## src/rtl/wt_stage_pkg.sv

```systemverilog
package wt_stage_pkg;
  parameter int unsigned WTS_ROW_W     = 32;
  parameter int unsigned WTS_ROWS      = 4;
  parameter int unsigned WTS_NUM_TILES = 4;

  function automatic int unsigned wts_aw(input int unsigned n);
    return (n > 1) ? $clog2(n) : 1;
  endfunction
endpackage

```

## src/rtl/wts_tile_ptr.sv

```systemverilog
module wts_tile_ptr #(
  parameter int unsigned ROWS   = 4,
  parameter int unsigned TILES  = 4,
  parameter int unsigned ROW_AW = 2,
  parameter int unsigned TILE_AW = 2
) (
  input  logic               clk_i,
  input  logic               rst_ni,
  input  logic               clr_i,
  input  logic               adv_i,
  output logic [ROW_AW-1:0]  row_o,
  output logic [TILE_AW-1:0] tile_o,
  output logic               first_o,
  output logic               last_o
);
  assign first_o = (row_o == '0);
  assign last_o  = (row_o == ROW_AW'(ROWS - 1));

  always_ff @(posedge clk_i or negedge rst_ni) begin
    if (!rst_ni) begin
      row_o  <= '0;
      tile_o <= '0;
    end else if (clr_i) begin
      row_o  <= '0;
      tile_o <= '0;
    end else if (adv_i) begin
      if (last_o) begin
        row_o  <= '0;
        tile_o <= (tile_o == TILE_AW'(TILES - 1)) ? '0 : tile_o + 1'b1;
      end else begin
        row_o <= row_o + 1'b1;
      end
    end
  end
endmodule

```

## src/rtl/wts_tile_store.sv

```systemverilog
module wts_tile_store #(
  parameter int unsigned ROW_W = 32,
  parameter int unsigned DEPTH = 16,
  parameter int unsigned AW    = 4
) (
  input  logic             clk_i,
  input  logic             we_i,
  input  logic [AW-1:0]    waddr_i,
  input  logic [ROW_W-1:0] wdata_i,
  input  logic [AW-1:0]    raddr_i,
  output logic [ROW_W-1:0] rdata_o
);
  logic [ROW_W-1:0] mem_q [DEPTH];

  always_ff @(posedge clk_i) begin
    if (we_i) mem_q[waddr_i] <= wdata_i;
  end

  assign rdata_o = mem_q[raddr_i];
endmodule

```

## src/rtl/wts_occupancy.sv

```systemverilog
module wts_occupancy #(
  parameter int unsigned CW = 3
) (
  input  logic          clk_i,
  input  logic          rst_ni,
  input  logic          clr_i,
  input  logic          start_i,
  input  logic          wr_done_i,
  input  logic          rd_done_i,
  output logic [CW-1:0] used_o,
  output logic [CW-1:0] avail_o
);
  always_ff @(posedge clk_i or negedge rst_ni) begin
    if (!rst_ni) begin
      used_o  <= '0;
      avail_o <= '0;
    end else if (clr_i) begin
      used_o  <= '0;
      avail_o <= '0;
    end else begin
      unique case ({start_i, rd_done_i})
        2'b10:   used_o <= used_o + 1'b1;
        2'b01:   used_o <= used_o - 1'b1;
        default: used_o <= used_o;
      endcase
      unique case ({wr_done_i, rd_done_i})
        2'b10:   avail_o <= avail_o + 1'b1;
        2'b01:   avail_o <= avail_o - 1'b1;
        default: avail_o <= avail_o;
      endcase
    end
  end
endmodule

```

## src/rtl/wt_stage_fifo.sv

```systemverilog
module wt_stage_fifo
  import wt_stage_pkg::*;
#(
  parameter int unsigned ROW_W         = WTS_ROW_W,
  parameter int unsigned ROWS_PER_TILE = WTS_ROWS,
  parameter int unsigned NUM_TILES     = WTS_NUM_TILES,
  localparam int unsigned CNT_W        = $clog2(NUM_TILES + 1)
) (
  input  logic             clk_i,
  input  logic             rst_ni,
  input  logic             flush_i,
  input  logic             wr_valid_i,
  input  logic [ROW_W-1:0] wr_data_i,
  output logic             wr_ready_o,
  input  logic             rd_req_i,
  output logic             rd_valid_o,
  output logic [ROW_W-1:0] rd_data_o,
  output logic             rd_last_o,
  output logic [CNT_W-1:0] tiles_avail_o,
  output logic             full_o,
  output logic             stall_o
);
  localparam int unsigned ROW_AW  = wts_aw(ROWS_PER_TILE);
  localparam int unsigned TILE_AW = wts_aw(NUM_TILES);
  localparam int unsigned DEPTH   = NUM_TILES * ROWS_PER_TILE;
  localparam int unsigned AW      = wts_aw(DEPTH);

  logic [ROW_AW-1:0]  wr_row, rd_row;
  logic [TILE_AW-1:0] wr_tile, rd_tile;
  logic               wr_first, wr_last, rd_first, rd_last;
  logic [CNT_W-1:0]   used;
  logic               wr_fire, rd_fire;
  logic [AW-1:0]      waddr, raddr;

  // a partial tile already holds its slot, so it may always finish
  assign wr_ready_o = !wr_first || (used < CNT_W'(NUM_TILES));
  assign wr_fire    = wr_valid_i && wr_ready_o && !flush_i;
  assign rd_valid_o = (tiles_avail_o != '0);
  assign rd_fire    = rd_req_i && rd_valid_o && !flush_i;

  assign waddr = AW'(wr_tile) * AW'(ROWS_PER_TILE) + AW'(wr_row);
  assign raddr = AW'(rd_tile) * AW'(ROWS_PER_TILE) + AW'(rd_row);

  wts_tile_ptr #(
    .ROWS(ROWS_PER_TILE), .TILES(NUM_TILES), .ROW_AW(ROW_AW), .TILE_AW(TILE_AW)
  ) u_wr_ptr (
    .clk_i(clk_i), .rst_ni(rst_ni), .clr_i(flush_i), .adv_i(wr_fire),
    .row_o(wr_row), .tile_o(wr_tile), .first_o(wr_first), .last_o(wr_last)
  );

  wts_tile_ptr #(
    .ROWS(ROWS_PER_TILE), .TILES(NUM_TILES), .ROW_AW(ROW_AW), .TILE_AW(TILE_AW)
  ) u_rd_ptr (
    .clk_i(clk_i), .rst_ni(rst_ni), .clr_i(flush_i), .adv_i(rd_fire),
    .row_o(rd_row), .tile_o(rd_tile), .first_o(rd_first), .last_o(rd_last)
  );

  wts_tile_store #(.ROW_W(ROW_W), .DEPTH(DEPTH), .AW(AW)) u_store (
    .clk_i(clk_i), .we_i(wr_fire), .waddr_i(waddr), .wdata_i(wr_data_i),
    .raddr_i(raddr), .rdata_o(rd_data_o)
  );

  wts_occupancy #(.CW(CNT_W)) u_occ (
    .clk_i(clk_i), .rst_ni(rst_ni), .clr_i(flush_i),
    .start_i(wr_fire && wr_first),
    .wr_done_i(wr_fire && wr_last),
    .rd_done_i(rd_fire && rd_last),
    .used_o(used), .avail_o(tiles_avail_o)
  );

  assign rd_last_o = rd_last;
  assign full_o    = (used == CNT_W'(NUM_TILES));
  assign stall_o   = !rd_valid_o;

  logic unused_rd_first;
  assign unused_rd_first = rd_first;
endmodule

```

## config.mk

```make
export PLATFORM = sky130hd
export DESIGN_NAME = wt_stage_fifo
export DESIGN_NICKNAME = d
export VERILOG_FILES = /design/src/rtl/wt_stage_pkg.sv /design/src/rtl/wts_tile_ptr.sv /design/src/rtl/wts_tile_store.sv /design/src/rtl/wts_occupancy.sv /design/src/rtl/wt_stage_fifo.sv
export SDC_FILE = /design/constraint.sdc
export NUM_CORES = 1
export LEC_CHECK = 0
export ABC_CLOCK_PERIOD_IN_PS = 2400
export BUFFER_PORTS_ARGS = -buffer_cell sky130_fd_sc_hd__clkbuf_2
export CAP_MARGIN = 20
export CORE_MARGIN = 1.5
export CORE_UTILIZATION = 40
export CTS_CLUSTER_SIZE = 10
export DETAILED_ROUTE_END_ITERATION = 12
export HOLD_SLACK_MARGIN = 0.12
export PLACE_DENSITY = 0.57
export SYNTH_ARGS = -nofsm -noshare
export SYNTH_HDL_FRONTEND = slang
export SYNTH_SLANG_ARGS = --single-unit
export TNS_END_PERCENT = 100
```

## constraint.sdc

```tcl
create_clock -name clk_i -period 2.4 [get_ports clk_i]
set_input_delay 0.48 -clock clk_i [delete_from_list [all_inputs] [get_ports clk_i]]
set_output_delay 0.48 -clock clk_i [all_outputs]
set_load 0.05 [all_outputs]
```

==> results of run 1 <==
-- Yosys cell counts, types with 2 or more instances --
master	count
nor2b_1	2
nand2_1	42
xnor3_1	2
ha_1	9
buf_4	6
buf_2	10
buf_1	8
fa_1	2
or3_1	3
mux4_2	129
dfrtp_1	14
and2_1	7
clkbuf_1	23
nor2_1	10
nand3_1	3
and3_1	14
inv_1	7
o21ai_0	2
and3b_1	2
a21oi_1	8
a22oi_1	64
edfxtp_1	512
-- worst max-delay path: cells and delay by family, from the launching register on --
| kind | cells | cell delay (ns) |
|---|---|---|
| buffers and inverters | 4 | 0.62 |
| AOI/OAI and AO/OA | 1 | 0.24 |
| muxes | 1 | 0.42 |
| DFF | 1 | 0.53 |
| and+or+nand+nor | 1 | 0.10 |
-- routing by layer --
| layer | track usage | share of wire |
|---|---|---|
| met5 | 0 | 0.00024 |
| met4 | 0.03974 | 0.015 |
| met3 | 0.03782 | 0.052 |
| met2 | 0.2864 | 0.47 |
| met1 | 0.2643 | 0.46 |
-- where the power goes --
group / switching (W) / internal, W / total (W) / leakage, nW
registers: 0.0000173 / 0.0101 / 0.0102 / 4.80
logic: 0.000372 / 0.000227 / 0.000599 / 2.37
clock network: 0.00330 / 0.00448 / 0.00778 / 0.775
total: 0.00369 / 0.0148 / 0.0185 / 7.94
-- registers in the layout (all words and copies together) (netlist names) --
signal / flops
u_rd_ptr.tile_o: 2
u_store.mem_q: 512
u_wr_ptr.row_o: 2
u_occ.used_o: 3
u_rd_ptr.row_o: 2
u_wr_ptr.tile_o: 2
u_occ.avail_o: 3
-- timing repair --
action,4_1_cts,5_1_grt
setup endpoints to repair,36,38
cloned,0,6
buffers inserted,8,9
hold endpoints to repair,14,0
gates resized for setup,106,78
hold buffers,1,0
pin swaps,10,36
-- final cells by class --
type                    count  area (µm²)  area share
flip-flops and latches    526       15740      0.6322
inverters                   9       38.79    0.001558
repair buffers            177        2151     0.08640
multi-input cells         318        4541      0.1824
clock buffers              69        1556     0.06253
well taps                 672       840.8     0.03378
clock inverters             2       28.78    0.001156
-- through the flow --
stage	cells	setup TNS (ns)	hold WS [ns]	utilization
2_1_floorplan	901	-0.08347	0.1844	-
3_3_place_gp	1678	-0.2198	0.4195	0.4461
3_5_place_dp	1678	-0.2405	0.4248	0.4461
4_1_cts	1758	-19.24	0.1323	0.4887
5_1_grt	1773	-21.49	0.1465	0.4982
6_report	1773	-18.14	0.1661	0.4982
-- worst paths after layout --
path                                          startpoint                             to
max                        u_rd_ptr.row_o[0]$_DFFE_PN0P_                   rd_data_o[0]
min                                              flush_i    u_occ.used_o[0]$_DFFE_PN0P_
max reg2reg                u_rd_ptr.row_o[0]$_DFFE_PN0P_   u_occ.avail_o[2]$_DFFE_PN0P_
min reg2reg                 u_occ.avail_o[2]$_DFFE_PN0P_   u_occ.avail_o[2]$_DFFE_PN0P_
max in group asynchronous                         rst_ni  u_rd_ptr.row_o[0]$_DFFE_PN0P_
min in group asynchronous                         rst_ni    u_occ.used_o[1]$_DFFE_PN0P_
-- cell families (layout without fill, tap and decap cells) --
| family | after synthesis | in the layout | synth area share |
|---|---|---|---|
| flip-flops | 526 | 526 | 0.7796 |
| multiplexers | 129 | 129 | 0.1440 |
| AND/OR/NAND/NOR | 90 | 90 | 0.02233 |
| AO/OA/AOI/OAI | 84 | 84 | 0.03040 |
| buffers and inverters | 57 | 257 | 0.01296 |
| adder cells (fa/ha/maj) | 11 | 11 | 0.007568 |
| XOR/XNOR | 4 | 4 | 0.003102 |
==> results_dict.tcl, run 1 <==
set metrics [dict create \
    critPathKind "reg2out" \
    vias 9837 \
    antenna_found_initial 1 \
    syn2layout_area_growth_pct 23.41 \
    dr.first_iter.drc_count 861 \
    start_util 0.4037 \
    cap_viol_max_count 0 \
    synth_nets 949 \
    port_buffers 76 \
    drive_gt1_frac 0.4278 \
    grt_pass1_wl_um 67110 \
    row_count 82 \
    yosys.cell_types.count 44 \
    synth_area_um2 20170 \
    numCtsBuffers 59 \
    synth.top_cell.area_share 0.7622 \
    yosysWarningCount 0 \
    cp_max_fo 6 \
    violations "setup timing" \
    slew_headroom 0.7273 \
    drc 0 \
    die_area_um2 51780 \
    fillers 4044 \
    finalHoldViolCount 0 \
    final_cell_mix "edfxtp_1 (512), mux4_2 (129), clkbuf_16 (66)" \
    peakVddDrop_v 0.0005309 \
    die_w_um 227.6 \
    required_ns 1.92 \
    period_share 1.258 \
    path_cells "buf_12 -> buf_8 -> buf_4 -> mux4_2 -> a22oi_2 -> nand2_1 -> clkbuf_8" \
    crit_path_top_delay_cell "dfrtp_4" \
    grt_pass1_vias 10186 \
    cts_tree "done" \
    synthFlopType "edfxtp_1" \
    grt_overflow_total 0 \
    cp-start-kind "flip-flop" \
    min_delay_path_depth 2 \
    fmax_ghz 0.3313 \
    layout_commonest_cell "edfxtp_1" \
    skew_ns 0.03115 \
    leakagePower_nw 7.937 \
    design.core.area_um2 49970 \
    outcome "finished, violations left" \
    synth_cells 901 \
    insertion_delay_ns 0.61 \
    dp_hpwl_um 24580 \
    finalSetupViolations 32 \
    gp_congestion 0.7225 \
    slew_violations 0 \
    min_period_ns 3.019 \
    track_usage 0.1824 \
    rsz0062_at_grt "true" \
    dpl-instance-area_um2 22290 \
    max_stage_delay_ns 0.53 \
    ant_nets 0 \
    finalPower_w 0.01854 \
    synth.ff_latch_count 526 \
    cts.clk_slew.worst_paths_ns 0.06 \
    root_buffer "clkbuf_16" \
    yosysTopAreaCell "edfxtp_1" \
    grt_max_degree 38 \
    setup.worst_path.end_class "primary output" \
    ios 77 \
    synth-edff-count 512 \
    via_per_inst 5.548 \
    synth.avg_cell_area_um2 22.39 \
    routed_wl_um 46770 \
    wl_per_cell_um 26.38 \
    fin_area_um2 24890 \
    yosys-top-cells-area "edfxtp_1 (76%), mux4_2 (14%), a22oi_1 (2.4%), dfrtp_1 (1.7%), nand2_1 (0.78%)" \
    r2r_slack_ns 0.07 \
    final_nets 1139 \
    arrival_ns 2.54 \
    async_flop_share 0.02662 \
    hp-class "in2reg" \
    yosysSeqAreaShare 0.7796 \
    cts_sinks 526 \
    worst_slack_ns -0.6185 \
    n_antenna_cell 0 \
    worst_pin_slew_ns 0.4087 \
    pre_cts_ws_ns -0.06264 \
    drtPass1Iterations 7 \
    die_y_um 227.6 \
    cts_max_level 2 \
    rr_worst_depth 8 \
    cts_buffer_depth 3 \
    p_per_area_nw_per_um2 744.6 \
]
Power figures use the tool's default switching activity.
==> run 2: changes to the inputs <==
--- a/config.mk
+++ b/config.mk
@@ -9,11 +9,12 @@
 export BUFFER_PORTS_ARGS = -buffer_cell sky130_fd_sc_hd__clkbuf_2
 export CAP_MARGIN = 20
 export CORE_MARGIN = 1.5
-export CORE_UTILIZATION = 40
+export CORE_UTILIZATION = 50
 export CTS_CLUSTER_SIZE = 10
 export DETAILED_ROUTE_END_ITERATION = 12
 export HOLD_SLACK_MARGIN = 0.12
-export PLACE_DENSITY = 0.57
+export PLACE_DENSITY = 0.68
+export SLEW_MARGIN = 5
 export SYNTH_ARGS = -nofsm -noshare
 export SYNTH_HDL_FRONTEND = slang
 export SYNTH_SLANG_ARGS = --single-unit
==> results_dict.tcl, run 2 (same netlist as run 1, synthesis figures left out) <==
set metrics [dict create \
    finalNonFillerCells 1617 \
    grt_max_degree 50 \
    ios 77 \
    vias 9806 \
    final_cell_mix "edfxtp_1 (512), mux4_2 (129), clkbuf_16 (66)" \
    die_w_um 203.9 \
    regArea_um2 15740 \
    die_y_um 203.9 \
    crit_path_top_delay_cell "dfrtp_4" \
    row_count 73 \
    path_common_cell "buf_12" \
    start_util 0.5077 \
    insertion_delay_ns 0.60 \
    layout_commonest_cell "edfxtp_1" \
    fin_hold_ws_ns 0.2017 \
    worst_slack_ns -0.6148 \
    met2WireLength_um 23730 \
    place_inst 1520 \
    wl_met3_um 2810 \
    cp.depth 7 \
    cp-start-kind "flip-flop" \
    largest-register "u_store.mem_q" \
    violations "setup timing" \
    rsz0062_at_grt "true" \
    critPathTopFamily "buffers and inverters" \
    dpl-instance-area_um2 21990 \
    critPathKind "reg2out" \
    port_buffers 76 \
    grt_pass1_vias 10181 \
    setup.worst_path.end_class "primary output" \
    min_delay_path_depth 3 \
    drc 0 \
    leakagePower_nw 7.860 \
    hp-class "in2reg" \
    design.core.area_um2 39730 \
    multi_input_area_um2 4413 \
    p_per_area_nw_per_um2 752.8 \
    largest_register_ffs 512 \
    rr_worst_depth 10 \
    arrival_ns 2.53 \
    syn2layout_area_growth_pct 21.31 \
    drive_gt1_frac 0.3919 \
    via_per_inst 6.064 \
    cts.clk_slew.worst_paths_ns 0.05 \
    n_antenna_cell 0 \
    cts_buffer_depth 3 \
    cap_viol_max_count 0 \
    worst_pin_slew_ns 0.3814 \
    grt_overflow_total 0 \
    path_cells "buf_12 -> buf_12 -> buf_16 -> mux4_2 -> a22oi_2 -> nand2_2 -> buf_8" \
    dp_hpwl_um 22440 \
    slew_violations 0 \
    die_area_um2 41550 \
    dr.first_iter.drc_count 898 \
    slew_headroom 0.7457 \
    wl_met1_um 17960 \
    skew_ns 0.01162 \
    numCtsBuffers 59 \
    cts_max_level 2 \
    fmax_ghz 0.3317 \
    routed_wl_um 45450 \
    cp_max_fo 8 \
    pre_cts_ws_ns -0.1273 \
    min_period_ns 3.015 \
    gp_congestion 0.7434 \
    top_regs "u_store.mem_q x512, u_occ.avail_o x3, u_occ.used_o x3" \
    cts_tree "done" \
    finalHoldViolCount 0 \
    crit_buf_inv 4 \
    max_stage_delay_ns 0.50 \
    grt_pass1_wl_um 66040 \
    wl_per_cell_um 28.11 \
    root_buffer "clkbuf_16" \
    outcome "finished, violations left" \
    ant_nets 0 \
    antenna_found_initial 0 \
    cts_sinks 526 \
    fillers 2718 \
    fin_area_um2 24470 \
    maxUsedRoutingLayer "met4" \
    peakVddDrop_v 0.0005957 \
    track_usage 0.2233 \
    finalSetupViolations 32 \
    required_ns 1.92 \
    fin_util 0.6159 \
    drtPass1Iterations 5 \
    period_share 1.256 \
    final_nets 1126 \
]
-- run 2: final timing paths --
path / startpoint / to / slack, ns
worst max register to register: u_rd_ptr.row_o[0]$_DFFE_PN0P_ / u_occ.used_o[1]$_DFFE_PN0P_ / 0.03
worst max-delay path: u_rd_ptr.row_o[0]$_DFFE_PN0P_ / rd_data_o[27] / -0.61
max in group asynchronous: rst_ni / u_rd_ptr.row_o[0]$_DFFE_PN0P_ / 1.76
worst min register to register: u_wr_ptr.row_o[0]$_DFFE_PN0P_ / u_wr_ptr.row_o[0]$_DFFE_PN0P_ / 0.57
min in group asynchronous: rst_ni / u_occ.used_o[0]$_DFFE_PN0P_ / 0.33
worst min-delay path: rd_req_i / u_rd_ptr.row_o[1]$_DFFE_PN0P_ / 0.20
-- run 2: tightest hold or removal path: stages --
cell and delay [ns]:
clkbuf_2 0.14, nand3_1 0.08, a21oi_1 0.05
-- run 2: report_power, final --
part / leakage [nW] / switching (W) / internal (W)
logic: 2.29 / 0.000361 / 0.000213
registers: 4.80 / 0.0000167 / 0.0101
clock network: 0.775 / 0.00321 / 0.00448
-- run 2: layer usage --
layer,GRT usage,vias to the layer above
li1,-,4142
met1,0.2979,5248
met2,0.3819,345
met3,0.03779,71
met4,0.06270,0
met5,0,-
-- run 2: cell type report --
cell class / count / share of cell area
clock buffer: 71 / 0.06392
sequential: 526 / 0.6431
tap: 525 / 0.02684
multi-input combinational: 318 / 0.1803
inverter: 9 / 0.001585
timing repair buffer: 164 / 0.08335
clock inverter: 4 / 0.0008693
-- run 2: metrics by stage --
step           power (W)  TNS [ns]
2_1_floorplan    0.01059  -0.08347
5_1_grt          0.01893    -19.62
6_report         0.01842    -16.98
3_3_place_gp     0.01083    -1.240
3_5_place_dp     0.01084    -1.784
4_1_cts          0.01855    -18.45
-- run 2: timing repair --
item / 4_1_cts / 5_1_grt
endpoints found under the hold margin: 14 / 0
hold buffers: 1 / 0
endpoints found under the setup margin: 35 / 35
pin swaps: 17 / 14
buffers inserted: 7 / 7
cloned: 2 / 6
resized for setup: 100 / 43
==> run 3: changes to the inputs <==
--- a/config.mk
+++ b/config.mk
@@ -13,6 +13,7 @@
 export CTS_CLUSTER_SIZE = 10
 export DETAILED_ROUTE_END_ITERATION = 12
 export HOLD_SLACK_MARGIN = 0.12
+export MAX_ROUTING_LAYER = met4
 export PLACE_DENSITY = 0.68
 export SLEW_MARGIN = 5
 export SYNTH_ARGS = -nofsm -noshare
==> results_dict.tcl, run 3 (same netlist as run 1, synthesis figures left out) <==
set metrics [dict create \
    numCtsBuffers 59 \
    rsz0062_at_grt "true" \
    start_util 0.5077 \
    slew_headroom 0.7431 \
    place_inst 1520 \
    leakagePower_nw 7.860 \
    cts_max_level 2 \
    cap_viol_max_count 0 \
    finalPower_w 0.01843 \
    violations "setup timing" \
    layout_commonest_cell "edfxtp_1" \
    routed_wl_um 45530 \
    hp-class "in2reg" \
    cts_sinks 526 \
    syn2layout_area_growth_pct 21.31 \
    grt_overflow_total 0 \
    p_per_area_nw_per_um2 753.1 \
    period_share 1.261 \
    track_usage 0.2301 \
    rr_worst_depth 10 \
    setup.worst_path.end_class "primary output" \
    row_count 73 \
    r2r_slack_ns 0.03 \
    finalNonFillerCells 1617 \
    min_period_ns 3.026 \
    cp_max_fo 8 \
    top_usage_layer "met2" \
    gp_congestion 0.7527 \
    skew_ns 0.01288 \
    grt_pass1_vias 10185 \
    n_antenna_cell 0 \
    final_nets 1126 \
    fin_hold_ws_ns 0.2035 \
    fin_tns_setup_ns -16.89 \
    insertion_delay_ns 0.60 \
    vias 9792 \
    met2_usage 0.3817 \
    via_per_inst 6.056 \
    antenna_found_initial 0 \
    grt_pass1_wl_um 66030 \
    finalHoldViolCount 0 \
    ant_nets 0 \
    cts.clk_slew.worst_paths_ns 0.05 \
    die_y_um 203.9 \
    arrival_ns 2.55 \
    fin_util 0.6159 \
    drc 0 \
    root_buffer "clkbuf_16" \
    cts_buffer_depth 3 \
    drive_gt1_frac 0.3919 \
    crit_start "u_rd_ptr.row_o[0]$_DFFE_PN0P_" \
    cp-start-kind "flip-flop" \
    peakVddDrop_v 0.0005956 \
    largest_register_ffs 512 \
    worst_pin_slew_ns 0.3854 \
    outcome "finished, violations left" \
    grt_max_degree 50 \
    dr.first_iter.drc_count 888 \
    worstReg2RegStart "u_rd_ptr.row_o[0]$_DFFE_PN0P_" \
    fmax_ghz 0.3305 \
    use_met1 0.2975 \
    finalSetupViolations 32 \
    worstReg2RegEnd "u_occ.used_o[1]$_DFFE_PN0P_" \
    largest-register "u_store.mem_q" \
    design.core.area_um2 39730 \
    wl_per_cell_um 28.15 \
    required_ns 1.92 \
    top_regs "u_store.mem_q x512, u_occ.avail_o x3, u_occ.used_o x3" \
    port_buffers 76 \
    crit_end "rd_data_o[27]" \
    gr-usage-met3 0.03747 \
    drtPass1Iterations 5 \
    cts_tree "done" \
    ios 77 \
    die_w_um 203.9 \
    worst_slack_ns -0.6259 \
    dp_hpwl_um 22440 \
    critPathKind "reg2out" \
    slew_violations 0 \
    die_area_um2 41550 \
    final_cell_mix "edfxtp_1 (512), mux4_2 (129), clkbuf_16 (66)" \
]
-- run 3: cell counts in the layout (fill, tap and decap cells not counted) --
No cell type changed its count.
-- run 3: timing repair --
action	in CTS	in global routing
gates resized for setup	100	43
endpoints found under the setup margin	35	35
buffers inserted	7	7
cloned	2	6
hold endpoints to repair	14	0
hold buffers	1	0
pin swaps	17	14
-- run 3: critical path, stage by stage (launching register included) --
cell     delay (ns)
dfrtp_4        0.50
buf_12         0.16
buf_12         0.14
buf_16         0.14
mux4_2         0.47
a22oi_2        0.23
nand2_2        0.13
buf_8          0.17
-- run 3: metrics by stage --
stage	area, µm²	setup slack (ns)
4_1_cts	24160	-0.6251
3_5_place_dp	21990	-0.1273
6_report	24470	-0.6259
2_1_floorplan	20190	-0.08347
3_3_place_gp	21990	-0.09457
5_1_grt	24470	-0.6587
-- run 3: worst min path at each step --
stage / to / slack, ns / from / cells past startpoint
final: u_rd_ptr.row_o[1]$_DFFE_PN0P_ / 0.20 / rd_req_i / 3
after global routing: u_rd_ptr.row_o[1]$_DFFE_PN0P_ / 0.20 / rd_req_i / 3
after CTS: u_rd_ptr.row_o[1]$_DFFE_PN0P_ / 0.16 / rd_req_i / 3
after detailed placement: u_occ.used_o[0]$_DFFE_PN0P_ / 0.43 / rst_ni / 1
after global placement: u_occ.used_o[1]$_DFFE_PN0P_ / 0.42 / rst_ni / 1
after floorplan: u_occ.avail_o[0]$_DFFE_PN0P_ / 0.18 / rst_ni / 0
-- run 3: final cells by class --
type	count	area [µm²]
timing repair buffer	164	2039
fill	2718	15260
tap	525	656.9
inverter	9	38.79
sequential	526	15740
multi-input combinational	318	4413
clock buffer	71	1564
clock inverter	4	21.27
-- run 3: power breakdown --
| part | internal [W] | total [W] | switching, W |
|---|---|---|---|
| sequential | 0.0101 | 0.0102 | 0.0000169 |
| clock | 0.00448 | 0.00769 | 0.00321 |
| combinational | 0.000213 | 0.000574 | 0.000361 |
-- run 3: metal layers --
layer | wire (µm) | share of wire
met5 | 0 | 0
met4 | 969 | 0.021
met3 | 2787 | 0.061
met2 | 23860 | 0.52
met1 | 17910 | 0.39
